===== src/rtl/sbe_pkg.sv =====
package sbe_pkg;
    localparam int DATA_W   = 32;
    localparam int FLAG_BIT = 0;

    localparam logic SEL_STATUS = 1'b0;
    localparam logic SEL_ADDR   = 1'b1;

    typedef enum logic {
        CAP_ARMED  = 1'b0,
        CAP_LOCKED = 1'b1
    } cap_state_e;
endpackage


===== src/rtl/sbe_ctrl_fsm.sv =====
module sbe_ctrl_fsm
    import sbe_pkg::*;
(
    input  logic clk,
    input  logic rst_n,
    input  logic hit,
    input  logic clr,
    output logic flag,
    output logic cap_en
);
    cap_state_e state_q;
    cap_state_e state_d;

    // state register
    always_ff @(posedge clk or negedge rst_n) begin
        if (!rst_n) begin
            state_q <= CAP_ARMED;
        end else begin
            state_q <= state_d;
        end
    end

    // next state: CAPTURE, RELEASE, RECAPTURE, HOLD
    always_comb begin
        state_d = state_q;
        unique case (state_q)
            CAP_ARMED: begin
                if (hit) begin
                    state_d = CAP_LOCKED;
                end
            end
            CAP_LOCKED: begin
                if (clr && !hit) begin
                    state_d = CAP_ARMED;
                end
            end
        endcase
    end

    // outputs
    always_comb begin
        flag   = 1'b0;
        cap_en = 1'b0;
        unique case (state_q)
            CAP_ARMED: begin
                flag   = 1'b0;
                cap_en = hit;
            end
            CAP_LOCKED: begin
                flag   = 1'b1;
                cap_en = hit && clr;
            end
        endcase
    end
endmodule


===== src/rtl/sbe_addr_reg.sv =====
module sbe_addr_reg
    import sbe_pkg::*;
#(
    parameter int IDX_W = 10
) (
    input  logic              clk,
    input  logic              cap_en,
    input  logic [IDX_W-1:0]  cap_idx,
    input  logic              wr_en,
    input  logic [DATA_W-1:0] wr_data,
    output logic [DATA_W-1:0] addr_q
);
    localparam int OFS_W = IDX_W + 2;
    localparam int PAD_W = DATA_W - OFS_W;

    logic [DATA_W-1:0] cap_ofs;

    generate
        if (PAD_W > 0) begin : g_pad
            assign cap_ofs = {{PAD_W{1'b0}}, cap_idx, 2'b00};
        end else begin : g_nopad
            assign cap_ofs = {cap_idx[DATA_W-3:0], 2'b00};
        end
    endgenerate

    // deliberately without reset: contents persist across every reset
    always_ff @(posedge clk) begin
        if (cap_en) begin
            addr_q <= cap_ofs;
        end else if (wr_en) begin
            addr_q <= wr_data;
        end
    end
endmodule


===== src/rtl/sbe_rd_mux.sv =====
module sbe_rd_mux
    import sbe_pkg::*;
(
    input  logic              sel,
    input  logic              flag,
    input  logic [DATA_W-1:0] addr,
    output logic [DATA_W-1:0] rdata
);
    always_comb begin
        rdata = '0;
        if (sel == SEL_ADDR) begin
            rdata = addr;
        end else begin
            rdata[FLAG_BIT] = flag;
        end
    end
endmodule


===== src/rtl/sbe_addr_capture.sv =====
module sbe_addr_capture
    import sbe_pkg::*;
#(
    parameter int IDX_W = 10
) (
    input  logic              clk,
    input  logic              rst_n,
    input  logic              evt_valid,
    input  logic              evt_sbe,
    input  logic [IDX_W-1:0]  evt_idx,
    input  logic              bus_sel,
    input  logic              bus_wr,
    input  logic              bus_priv,
    input  logic [DATA_W-1:0] bus_wdata,
    output logic [DATA_W-1:0] bus_rdata,
    output logic              sbe_flag,
    output logic [DATA_W-1:0] sbe_addr
);
    logic hit;
    logic priv_wr;
    logic clr;
    logic addr_wr;
    logic cap_en;

    assign hit     = evt_valid && evt_sbe;
    assign priv_wr = bus_wr && bus_priv;
    assign clr     = priv_wr && (bus_sel == SEL_STATUS) && bus_wdata[FLAG_BIT];
    assign addr_wr = priv_wr && (bus_sel == SEL_ADDR);

    sbe_ctrl_fsm u_fsm (
        .clk    (clk),
        .rst_n  (rst_n),
        .hit    (hit),
        .clr    (clr),
        .flag   (sbe_flag),
        .cap_en (cap_en)
    );

    sbe_addr_reg #(.IDX_W(IDX_W)) u_addr (
        .clk     (clk),
        .cap_en  (cap_en),
        .cap_idx (evt_idx),
        .wr_en   (addr_wr),
        .wr_data (bus_wdata),
        .addr_q  (sbe_addr)
    );

    sbe_rd_mux u_rd (
        .sel   (bus_sel),
        .flag  (sbe_flag),
        .addr  (sbe_addr),
        .rdata (bus_rdata)
    );
endmodule


===== config.mk =====
export PLATFORM = sky130hd
export DESIGN_NAME = sbe_addr_capture
export DESIGN_NICKNAME = d
export VERILOG_FILES = /design/src/rtl/sbe_pkg.sv /design/src/rtl/sbe_ctrl_fsm.sv /design/src/rtl/sbe_addr_reg.sv /design/src/rtl/sbe_rd_mux.sv /design/src/rtl/sbe_addr_capture.sv
export SDC_FILE = /design/constraint.sdc
export NUM_CORES = 1
export LEC_CHECK = 0
export BUFFER_PORTS_ARGS = -buffer_cell sky130_fd_sc_hd__buf_2
export CORE_MARGIN = 5
export CORE_UTILIZATION = 25
export CTS_BUF_LIST = sky130_fd_sc_hd__clkbuf_16
export DETAILED_ROUTE_END_ITERATION = 16
export HOLD_SLACK_MARGIN = 0.03
export PLACE_DENSITY = 0.65
export SLEW_MARGIN = 20
export SYNTH_ARGS = -nofsm -noshare
export SYNTH_HDL_FRONTEND = slang
export SYNTH_HIERARCHICAL = 1
export SYNTH_SLANG_ARGS = --single-unit

===== constraint.sdc =====
create_clock -name clk -period 1.73 [get_ports clk]
set_input_delay 0.0865 -clock clk [delete_from_list [all_inputs] [get_ports clk]]
set_output_delay 0.0865 -clock clk [all_outputs]
set_load 0.03 [all_outputs]

==> summary.md, run 1 <==
| Metric | Value |
|---|---|
| Depth of the CTS H-tree | `2` |
| Synth Cell Area | `1560 um^2` |
| Count of unique library cells instantiated by Yosys | `21` |
| Mean routed wirelength per cell | `13.1 um` |
| Share of the synthesized area in the top cell type | `28.3%` |
| Number of clock buffers inserted by TritonCTS | `5` |
| Cell area power density | `1180 nW/um^2` |
| Slew at the pin with the worst max-slew slack | `0.426 ns` |
| I/O Buffers | `113` |
| Leakage | `1.17 nW` |
| Sort of element at the end of the critical path | `flip-flop` |
| Switching power share of the total | `35.7%` |
| Placed standard-cell area | `2160 um^2` |
| Placer's final routability congestion estimate | `0.750` |
| Critical Path RT | `1.75 ns` |
| Number of antenna violations at the first check in global routing | `0` |
| Global-route total usage across every layer | `10.9%` |
| Layout fillers | `621` |
| Starting density of the core | `26.0%` |
| Floorplan die height | `89.0 um` |
| Run status | `finished, final reports clean` |
| Top cell type by total area after synthesis | `sky130_fd_sc_hd__dfxtp_1` |
| Worst EP arrival | `1.43 ns` |
| Fin. Hold Viols | `0` |
| DRC violation total after the first TritonRoute iteration | `38` |
| Fraction of power consumed by the clock network | `29.9%` |
| Dominant combinational cell family by area after synthesis | `simple AND/OR/NAND/NOR gates` |
| GRT Residual Overflow | `0` |
| Category of the critical setup timing path | `flip-flop to flip-flop` |
| Simple-gate share of the synthesized area | `24.7%` |
| Final design area excluding fillers | `2310 um^2` |
| Max-slew headroom | `71.6%` |
| Total Routed Length | `4350 um` |
| Fin crit share | `81.6%` |
| Share of synthesized cell area in full adder, half adder and majority cells | `0%` |
| Xor and xnor fraction of the mapped netlist area | `0%` |
| Clock latency on the worst-skew pair | `0.27 ns` |
| Sequential cell fraction of total power | `37.0%` |
| Cell Rows | `28` |
| WHS | `0.0507 ns` |
| Switching component of the power | `0.974 mW` |
| Sum of negative setup slack | `0 ns` |
| Number of standard cells after synthesis | `140` |
| Register area share after synthesis | `49.1%` |
| Unrepaired setup endpoints after global routing | `no` |
| Diodes inserted | `0` |
| Num Clock Sinks | `33` |
| Post-synthesis mux area share | `14.8%` |
| Setup Viol. Count Final | `0` |
| Fraction of final layout cells sized beyond drive strength 1 | `61.7%` |
| First-pass GRT wire length | `6580 um` |
| Commonest cells after routing, fill and taps aside | `sky130_fd_sc_hd__buf_2, sky130_fd_sc_hd__and2_2, sky130_fd_sc_hd__mux2i_1, sky130_fd_sc_hd__nor2_1, sky130_fd_sc_hd__dfxtp_1` |
| Area of all sequential standard cells | `766 um^2` |
| Minimum period implied by the final worst setup slack | `1.41 ns` |
| Biggest fanout along the worst timing path | `16` |
| P_int | `1.75 mW` |
| Io pins | `114` |
| Most common cell after layout, fill and taps aside | `sky130_fd_sc_hd__buf_2` |
| Layout overhead on the synthesized area | `48.2%` |
| Post-synthesis net count | `189` |
| Post CTS Setup Buffer Count | `0` |
| Final nets | `304` |
| DPL Wire Length | `3450 um` |
| Clock Skew | `0.00463 ns` |
| Combinational Power Share | `33.1%` |
| ANT nets after route | `0` |
| Multi-input gate area | `701 um^2` |
| CTS tree | `yes` |
| Post-synthesis compound-gate area fraction | `5.38%` |
| Worst vdd ir | `0.000439 V` |
| Clock transition at the register clock pins on the worst setup and hold paths after CTS | `0.05 ns` |
| Flip-flop and latch count after synthesis | `33` |
| Chip Width | `89.0 um` |
| Post-detailed-route DRC marker count | `0` |
| Core utilization of the finished layout | `38.6%` |
| Number of optimization iterations in the first detailed-route pass | `4` |
| F_max | `0.708 GHz` |
| Pin count of the biggest net entering global routing | `32` |
| Detailed-route via count | `1373` |
| Synth Area per Inst | `11.1 um^2` |
| Number of maximum-capacitance violations | `0` |
| Die Outline Area | `7920 um^2` |
| Leading cell types by total area after synthesis | `sky130_fd_sc_hd__dfxtp_1, sky130_fd_sc_hd__edfxtp_1, sky130_fd_sc_hd__and2_2, sky130_fd_sc_hd__mux2i_1, sky130_fd_sc_hd__nor2_1` |
| Ratio of routed vias to standard cells | `4.15` |
| Core outline area | `5990 um^2` |
| HP Class | `input port to flip-flop` |
| Max clock buf depth | `2` |
| Slew Viols, Final | `0` |
| Yosys Warn Count | `6` |
| Type of origin of the critical path | `flip-flop` |
| CTS Root Cell | `sky130_fd_sc_hd__clkbuf_16` |
| Via count of the first global-routing pass | `1410` |
## cell families (layout without fill, tap and decap cells)
| family | after synthesis | count (layout) |
|---|---|---|
| muxes | 23 | 23 |
| AOI/OAI and AO/OA | 10 | 10 |
| buffers and inverters | 11 | 127 |
| and+or+nand+nor | 63 | 63 |
| DFF | 33 | 33 |
## flip-flops by register name, summed over array words and instances, names as in the netlist
| name | count |
|---|---|
| u_addr/addr_q | 32 |
| u_fsm/state_q | 1 |
## Yosys cell counts
cell type / instances
sky130_fd_sc_hd__a22o_1: 9
sky130_fd_sc_hd__and2_1: 2
sky130_fd_sc_hd__and2_2: 31
sky130_fd_sc_hd__and3_2: 1
sky130_fd_sc_hd__and4b_1: 1
sky130_fd_sc_hd__buf_2: 2
sky130_fd_sc_hd__buf_6: 3
sky130_fd_sc_hd__buf_8: 2
sky130_fd_sc_hd__clkbuf_1: 1
sky130_fd_sc_hd__clkbuf_2: 3
sky130_fd_sc_hd__dfrtp_1: 1
sky130_fd_sc_hd__dfxtp_1: 22
sky130_fd_sc_hd__edfxtp_1: 10
sky130_fd_sc_hd__mux2_2: 1
sky130_fd_sc_hd__mux2i_1: 22
sky130_fd_sc_hd__nand2_1: 2
sky130_fd_sc_hd__nand2b_1: 2
sky130_fd_sc_hd__nor2_1: 22
sky130_fd_sc_hd__nor2b_4: 1
sky130_fd_sc_hd__o21ai_0: 1
sky130_fd_sc_hd__or2_1: 1
## power groups by stage
stage | combinational (mW) | clock (mW) | sequential (mW)
final | 0.902 | 0.814 | 1.01
after global routing | 0.965 | 0.888 | 1.03
after CTS | 0.916 | 0.845 | 1.01
after detailed placement | 0.913 | 0 | 1.02
after global placement | 0.907 | 0 | 1.02
after floorplan | 0.383 | 0 | 1.26
## layer usage
layer,vias to the layer above,routed length [um],share of wire [%],global-route usage (%)
li1,695,-,-,-
met1,612,1740,40,12.8
met2,62,2150,49,18.8
met3,4,408,9.4,3.78
met4,0,47,1.1,3.38
met5,-,0,0,0
## repair_timing
item | CTS | global route
hold buffers | 1 | 0
resized for setup | 0 | 0
hold endpoints to repair | 1 | 0
## metrics by stage
step           worst slack (ns)  instances  power [mW]
2_1_floorplan             0.216        140        1.65
3_3_place_gp              0.309        322        1.93
3_5_place_dp              0.241        322        1.94
4_1_cts                   0.308        331        2.77
5_1_grt                   0.209        331        2.88
6_report                  0.318        331        2.72
## cell type report
type / instances / area share [%]
flip-flops and latches: 33 / 33.1
well taps: 75 / 4.06
clock inverters: 3 / 0.541
clock buffers: 5 / 5.41
multi-input cells: 96 / 30.3
repair buffers: 119 / 26.5
## worst max-delay path: stages (launching register included)
cell and delay, ns:
sky130_fd_sc_hd__dfrtp_1 0.38, sky130_fd_sc_hd__nand2b_1 0.10, sky130_fd_sc_hd__and2_1 0.17, sky130_fd_sc_hd__buf_4 0.23, sky130_fd_sc_hd__nor2b_4 0.09, sky130_fd_sc_hd__a22o_1 0.18
## final timing paths
check	startpoint	endpoint	slack (ns)	cells past startpoint
worst min register to register	u_addr/addr_q[14]	u_addr/addr_q[14]	0.51	2
worst min-delay path	bus_wdata[30]	u_addr/addr_q[30]	0.05	3
worst max register to register	u_fsm/state_q	u_addr/addr_q[3]	0.32	5
min in group asynchronous	rst_n	u_fsm/state_q	0.12	2
worst max-delay path	u_fsm/state_q	u_addr/addr_q[3]	0.32	5
max in group asynchronous	rst_n	u_fsm/state_q	1.52	2
No activity file was read; power rests on OpenSTA's default activity.
==> run 2: changes to the inputs <==
--- a/config.mk
+++ b/config.mk
@@ -5,13 +5,14 @@
 export SDC_FILE = /design/constraint.sdc
 export NUM_CORES = 1
 export LEC_CHECK = 0
+export ABC_AREA = 1
 export BUFFER_PORTS_ARGS = -buffer_cell sky130_fd_sc_hd__buf_2
 export CORE_MARGIN = 5
 export CORE_UTILIZATION = 25
 export CTS_BUF_LIST = sky130_fd_sc_hd__clkbuf_16
 export DETAILED_ROUTE_END_ITERATION = 16
 export HOLD_SLACK_MARGIN = 0.03
-export PLACE_DENSITY = 0.65
+export PLACE_DENSITY = 0.64
 export SLEW_MARGIN = 20
 export SYNTH_ARGS = -nofsm -noshare
 export SYNTH_HDL_FRONTEND = slang
==> constraint.sdc (replaced) <==
create_clock -name clk -period 1.3 [get_ports clk]
set_input_delay 0.065 -clock clk [delete_from_list [all_inputs] [get_ports clk]]
set_output_delay 0.065 -clock clk [all_outputs]
set_load 0.03 [all_outputs]
==> run 2 against run 1 <==
First-iteration DRC count rose by 74%. Maximum frequency rose by 15%. Die area rose by 4.3%. Clock skew fell by 0.0016 ns. Clock power rose by 31%. Critical path type unchanged. Critical path depth rose by 1. Sequential share of layout area fell by 3.6 points. Clock-buffer cell count did not move. Wire length rose by 13%. Via count rose by 30%. Register-to-register slack got worse by 0.24 ns. Final cell count rose by 32%.
==> summary.md, run 2 <==
| Metric | Value |
|---|---|
| Worst EP arrival | `1.44 ns (about the same)` |
| Setup Viol. Count Final | `0 (unchanged)` |
| Combinational Power Share | `30.9% (-2.2 points)` |
| Final nets | `409 (+35%)` |
| Post CTS Setup Buffer Count | `0 (unchanged)` |
| Number of standard cells after synthesis | `227 (+62%)` |
| Share of synthesized registers carrying an async set or reset | `3.03% (unchanged)` |
| Register area share after synthesis | `46.8% (-2.3 points)` |
| Diodes inserted | `0 (unchanged)` |
| Switching power share of the total | `35.0% (-0.73 points)` |
| Share of the synthesized area in the top cell type | `26.9% (-1.3 points)` |
| Synth Cell Area | `1640 um^2 (+4.9%)` |
| Stage delay of the slowest cell on the critical path | `0.41 ns (+0.03 ns)` |
| Post-synthesis net count | `276 (+46%)` |
| Switching component of the power | `1.20 mW (+24%)` |
| Pin count of the biggest net entering global routing | `34 (+6.3%)` |
| Via count of the first global-routing pass | `1767 (+25%)` |
| Number of optimization iterations in the first detailed-route pass | `4 (unchanged)` |
| Register ranked first by flip-flop count | `u_addr/addr_q` |
| Detailed-route via count | `1783 (+30%)` |
| Max-slew headroom | `76.0% (+4.4 points)` |
| Fin crit share | `94.4% (+13 points)` |
| Mean routed wirelength per cell | `11.2 um (-15%)` |
| Starting density of the core | `25.8% (-0.27 points)` |
| CTS Root Cell | `sky130_fd_sc_hd__clkbuf_16` |
| ANT nets after route | `0 (unchanged)` |
| Leading cell types by total area after synthesis | `sky130_fd_sc_hd__dfxtp_1, sky130_fd_sc_hd__nand2_1, sky130_fd_sc_hd__edfxtp_1, sky130_fd_sc_hd__nand3_1, sky130_fd_sc_hd__inv_1` |
| Biggest fanout along the worst timing path | `16 (unchanged)` |
| Cell Rows | `29 (+3.6%)` |
| Max clock buf depth | `2 (unchanged)` |
| Depth of the CTS H-tree | `2 (unchanged)` |
| Final instance count without filler cells | `438 (+32%)` |
| Top routing layer in use | `met4` |
| Fraction of power consumed by the clock network | `31.2% (+1.3 points)` |
| # placed instances | `411 (+28%)` |
| Count of unique library cells instantiated by Yosys | `15 (-29%)` |
| Worst vdd ir | `0.000554 V (+26%)` |
| Minimum period implied by the final worst setup slack | `1.23 ns (-0.185 ns)` |
| GRT Residual Overflow | `0 (unchanged)` |
| Yosys Warn Count | `6 (unchanged)` |
| Core outline area | `6350 um^2 (+6.0%)` |
| Type of origin of the critical path | `flip-flop` |
| P_int | `2.24 mW (+28%)` |
| Total Routed Length | `4890 um (+13%)` |
| DRC violation total after the first TritonRoute iteration | `66 (+74%)` |
| Number of antenna violations at the first check in global routing | `0 (unchanged)` |
| Placer's final routability congestion estimate | `0.735 (-2.0%)` |
| Most common cell after layout, fill and taps aside | `sky130_fd_sc_hd__buf_2` |
| DPL Wire Length | `3590 um (+3.9%)` |
| Run status | `finished, final reports clean` |
| Floorplan die height | `90.9 um (+2.1%)` |
| Layout overhead on the synthesized area | `58.6%` |
| Slew at the pin with the worst max-slew slack | `0.360 ns (-0.0663 ns)` |
| Cell with the most instances after synthesis | `sky130_fd_sc_hd__nand2_1` |
| Ratio of routed vias to standard cells | `4.07 (-1.9%)` |
| Io pins | `114 (unchanged)` |
| Num Clock Sinks | `33 (unchanged)` |
| Category of the critical setup timing path | `flip-flop to flip-flop` |
| Sum of met3 wire segment lengths after detailed routing | `452 um (+11%)` |
| Die Outline Area | `8260 um^2 (+4.3%)` |
| Slew Viols, Final | `0 (unchanged)` |
| Cell area power density | `1330 nW/um^2 (+13%)` |
| I/O Buffers | `113 (unchanged)` |
| Max reg flops | `32 (unchanged)` |
| Fraction of final layout cells sized beyond drive strength 1 | `38.8% (-23 points)` |
| EDFF count, synth | `10 (unchanged)` |
| Chain of cells forming the critical path | `nand3_2, nand2_2, inv_2, buf_12, nand3_1, nand2_1` |
| Top cell type by total area after synthesis | `sky130_fd_sc_hd__dfxtp_1` |
| Global-route total usage across every layer | `11.8% (+0.88 points)` |
| Library cell contributing the largest single delay on the critical path | `sky130_fd_sc_hd__dfrtp_2` |
| Number of clock buffers inserted by TritonCTS | `5 (unchanged)` |
| Number of maximum-capacitance violations | `0 (unchanged)` |
| Clock transition at the register clock pins on the worst setup and hold paths after CTS | `0.05 ns (about the same)` |
| CTS tree | `yes` |
| Synth Area per Inst | `7.20 um^2 (-35%)` |
| Unrepaired setup endpoints after global routing | `yes` |
| Critical Path RT | `1.51 ns (-0.24 ns)` |
| Largest regs | `u_addr/addr_q x32, u_fsm/state_q x1` |
| Post-detailed-route DRC marker count | `0 (unchanged)` |
| WHS | `0.0309 ns (-0.0199 ns)` |
| Leakage | `1.65 nW (+40%)` |
| Worst Path Buf+Inv | `2 (+1)` |
| Flip-flop and latch count after synthesis | `33 (unchanged)` |
| F_max | `0.815 GHz (+15%)` |
| Dominant synthesized flop cell | `sky130_fd_sc_hd__dfxtp_1` |
| Fin. Hold Viols | `0 (unchanged)` |
| Pwr Total | `3.44 mW (+26%)` |
| Layout fillers | `679 (+9.3%)` |
| Detailed-routing wirelength on met1 | `1930 um (+11%)` |
| First-pass GRT wire length | `8110 um (+23%)` |
| Clock latency on the worst-skew pair | `0.27 ns (about the same)` |
| HP Class | `input port to flip-flop` |
| Chip Width | `90.9 um (+2.1%)` |
| Commonest cells after routing, fill and taps aside | `sky130_fd_sc_hd__buf_2, sky130_fd_sc_hd__nand2_1, sky130_fd_sc_hd__inv_1` |
| Most common library cells after synthesis | `sky130_fd_sc_hd__nand2_1, sky130_fd_sc_hd__inv_1, sky130_fd_sc_hd__nand3_1, sky130_fd_sc_hd__dfxtp_1, sky130_fd_sc_hd__edfxtp_1` |
| Sort of element at the end of the critical path | `flip-flop` |
| Clock Skew | `0.00300 ns (-0.00163 ns)` |
| Sequential cell fraction of total power | `37.9% (+0.9 points)` |
| Kind of cell with the highest combined delay on the critical path | `buffers and inverters` |
| Detailed-routed wire length on met2 | `2430 um (+13%)` |
[run 2: cell count changes after synthesis, moves of 3 or more]
cell / change
sky130_fd_sc_hd__nand3_1: +33
sky130_fd_sc_hd__nor2_1: -21
sky130_fd_sc_hd__mux2i_1: -22
sky130_fd_sc_hd__nand2_1: +98
sky130_fd_sc_hd__clkbuf_2: -3
sky130_fd_sc_hd__inv_1: +37
sky130_fd_sc_hd__buf_2: +5
sky130_fd_sc_hd__a22o_1: -9
sky130_fd_sc_hd__nand2_2: +5
sky130_fd_sc_hd__and2_2: -31
[run 2: power by group through the flow]
stage | logic (mW) | clock network (mW) | registers, mW
3_5_place_dp | 1.03 | 0 | 1.32
5_1_grt | 1.15 | 1.15 | 1.32
6_report | 1.06 | 1.07 | 1.30
4_1_cts | 1.08 | 1.11 | 1.31
3_3_place_gp | 1.02 | 0 | 1.32
2_1_floorplan | 0.433 | 0 | 1.58
[run 2: what timing repair did]
action                     CTS  global route
gates resized for setup      0             0
setup endpoints to repair    0            21
hold endpoints to repair    19             0
hold buffers                19             0
[run 2: final cells by class]
cell class                 count  area (um^2)  area share (%)
clock buffer                   5          125            4.82
clock inverter                 3         11.3           0.434
inverter                      39          150            5.79
multi-input combinational    141          603            23.3
sequential                    33          767            29.6
tap                           77         96.3            3.71
timing repair buffer         140          841            32.4
[run 2: layer usage]
metal / global-route usage [%] / vias up
li1: - / 937
met1: 13.1 / 769
met2: 20.7 / 68
met3: 4.42 / 9
met4: 3.79 / 0
met5: 0 / -
[run 2: kinds of logic after synthesis]
| logic type | count (synthesis) | synth area share, % |
|---|---|---|
| buffers and inverters | 53 | 16.9 |
| DFF | 33 | 46.8 |
| and+or+nand+nor | 141 | 36.3 |
[run 2: through the flow]
stage	instance area (um^2)	worst slack (ns)	util, %	setup TNS [ns]
finish	2590	0.0733	40.8	0
global route	2590	-0.0282	40.8	-0.213
CTS	2590	0.0474	40.8	0
detailed placement	2270	0.0556	35.7	0
global placement	2270	0.0866	35.7	0
floorplan	1650	-0.120	-	-1.20
[run 2: path summary, 6_finish.rpt]
kind	startpoint	endpoint	slack, ns	depth (start not counted)
worst min-delay path	bus_wdata[15]	u_addr/addr_q[15]	0.03	3
worst max register to register	u_fsm/state_q	u_addr/addr_q[28]	0.07	6
min in group asynchronous	rst_n	u_fsm/state_q	0.09	2
worst max-delay path	u_fsm/state_q	u_addr/addr_q[28]	0.07	6
worst min register to register	u_addr/addr_q[23]	u_addr/addr_q[23]	0.46	2
max in group asynchronous	rst_n	u_fsm/state_q	1.11	2
[run 2: worst reg2reg max path, stage by stage, from the launching register on]
cell	delay (ns)
sky130_fd_sc_hd__dfrtp_2	0.41
sky130_fd_sc_hd__nand3_2	0.08
sky130_fd_sc_hd__nand2_2	0.08
sky130_fd_sc_hd__inv_2	0.25
sky130_fd_sc_hd__buf_12	0.19
sky130_fd_sc_hd__nand3_1	0.08
sky130_fd_sc_hd__nand2_1	0.08
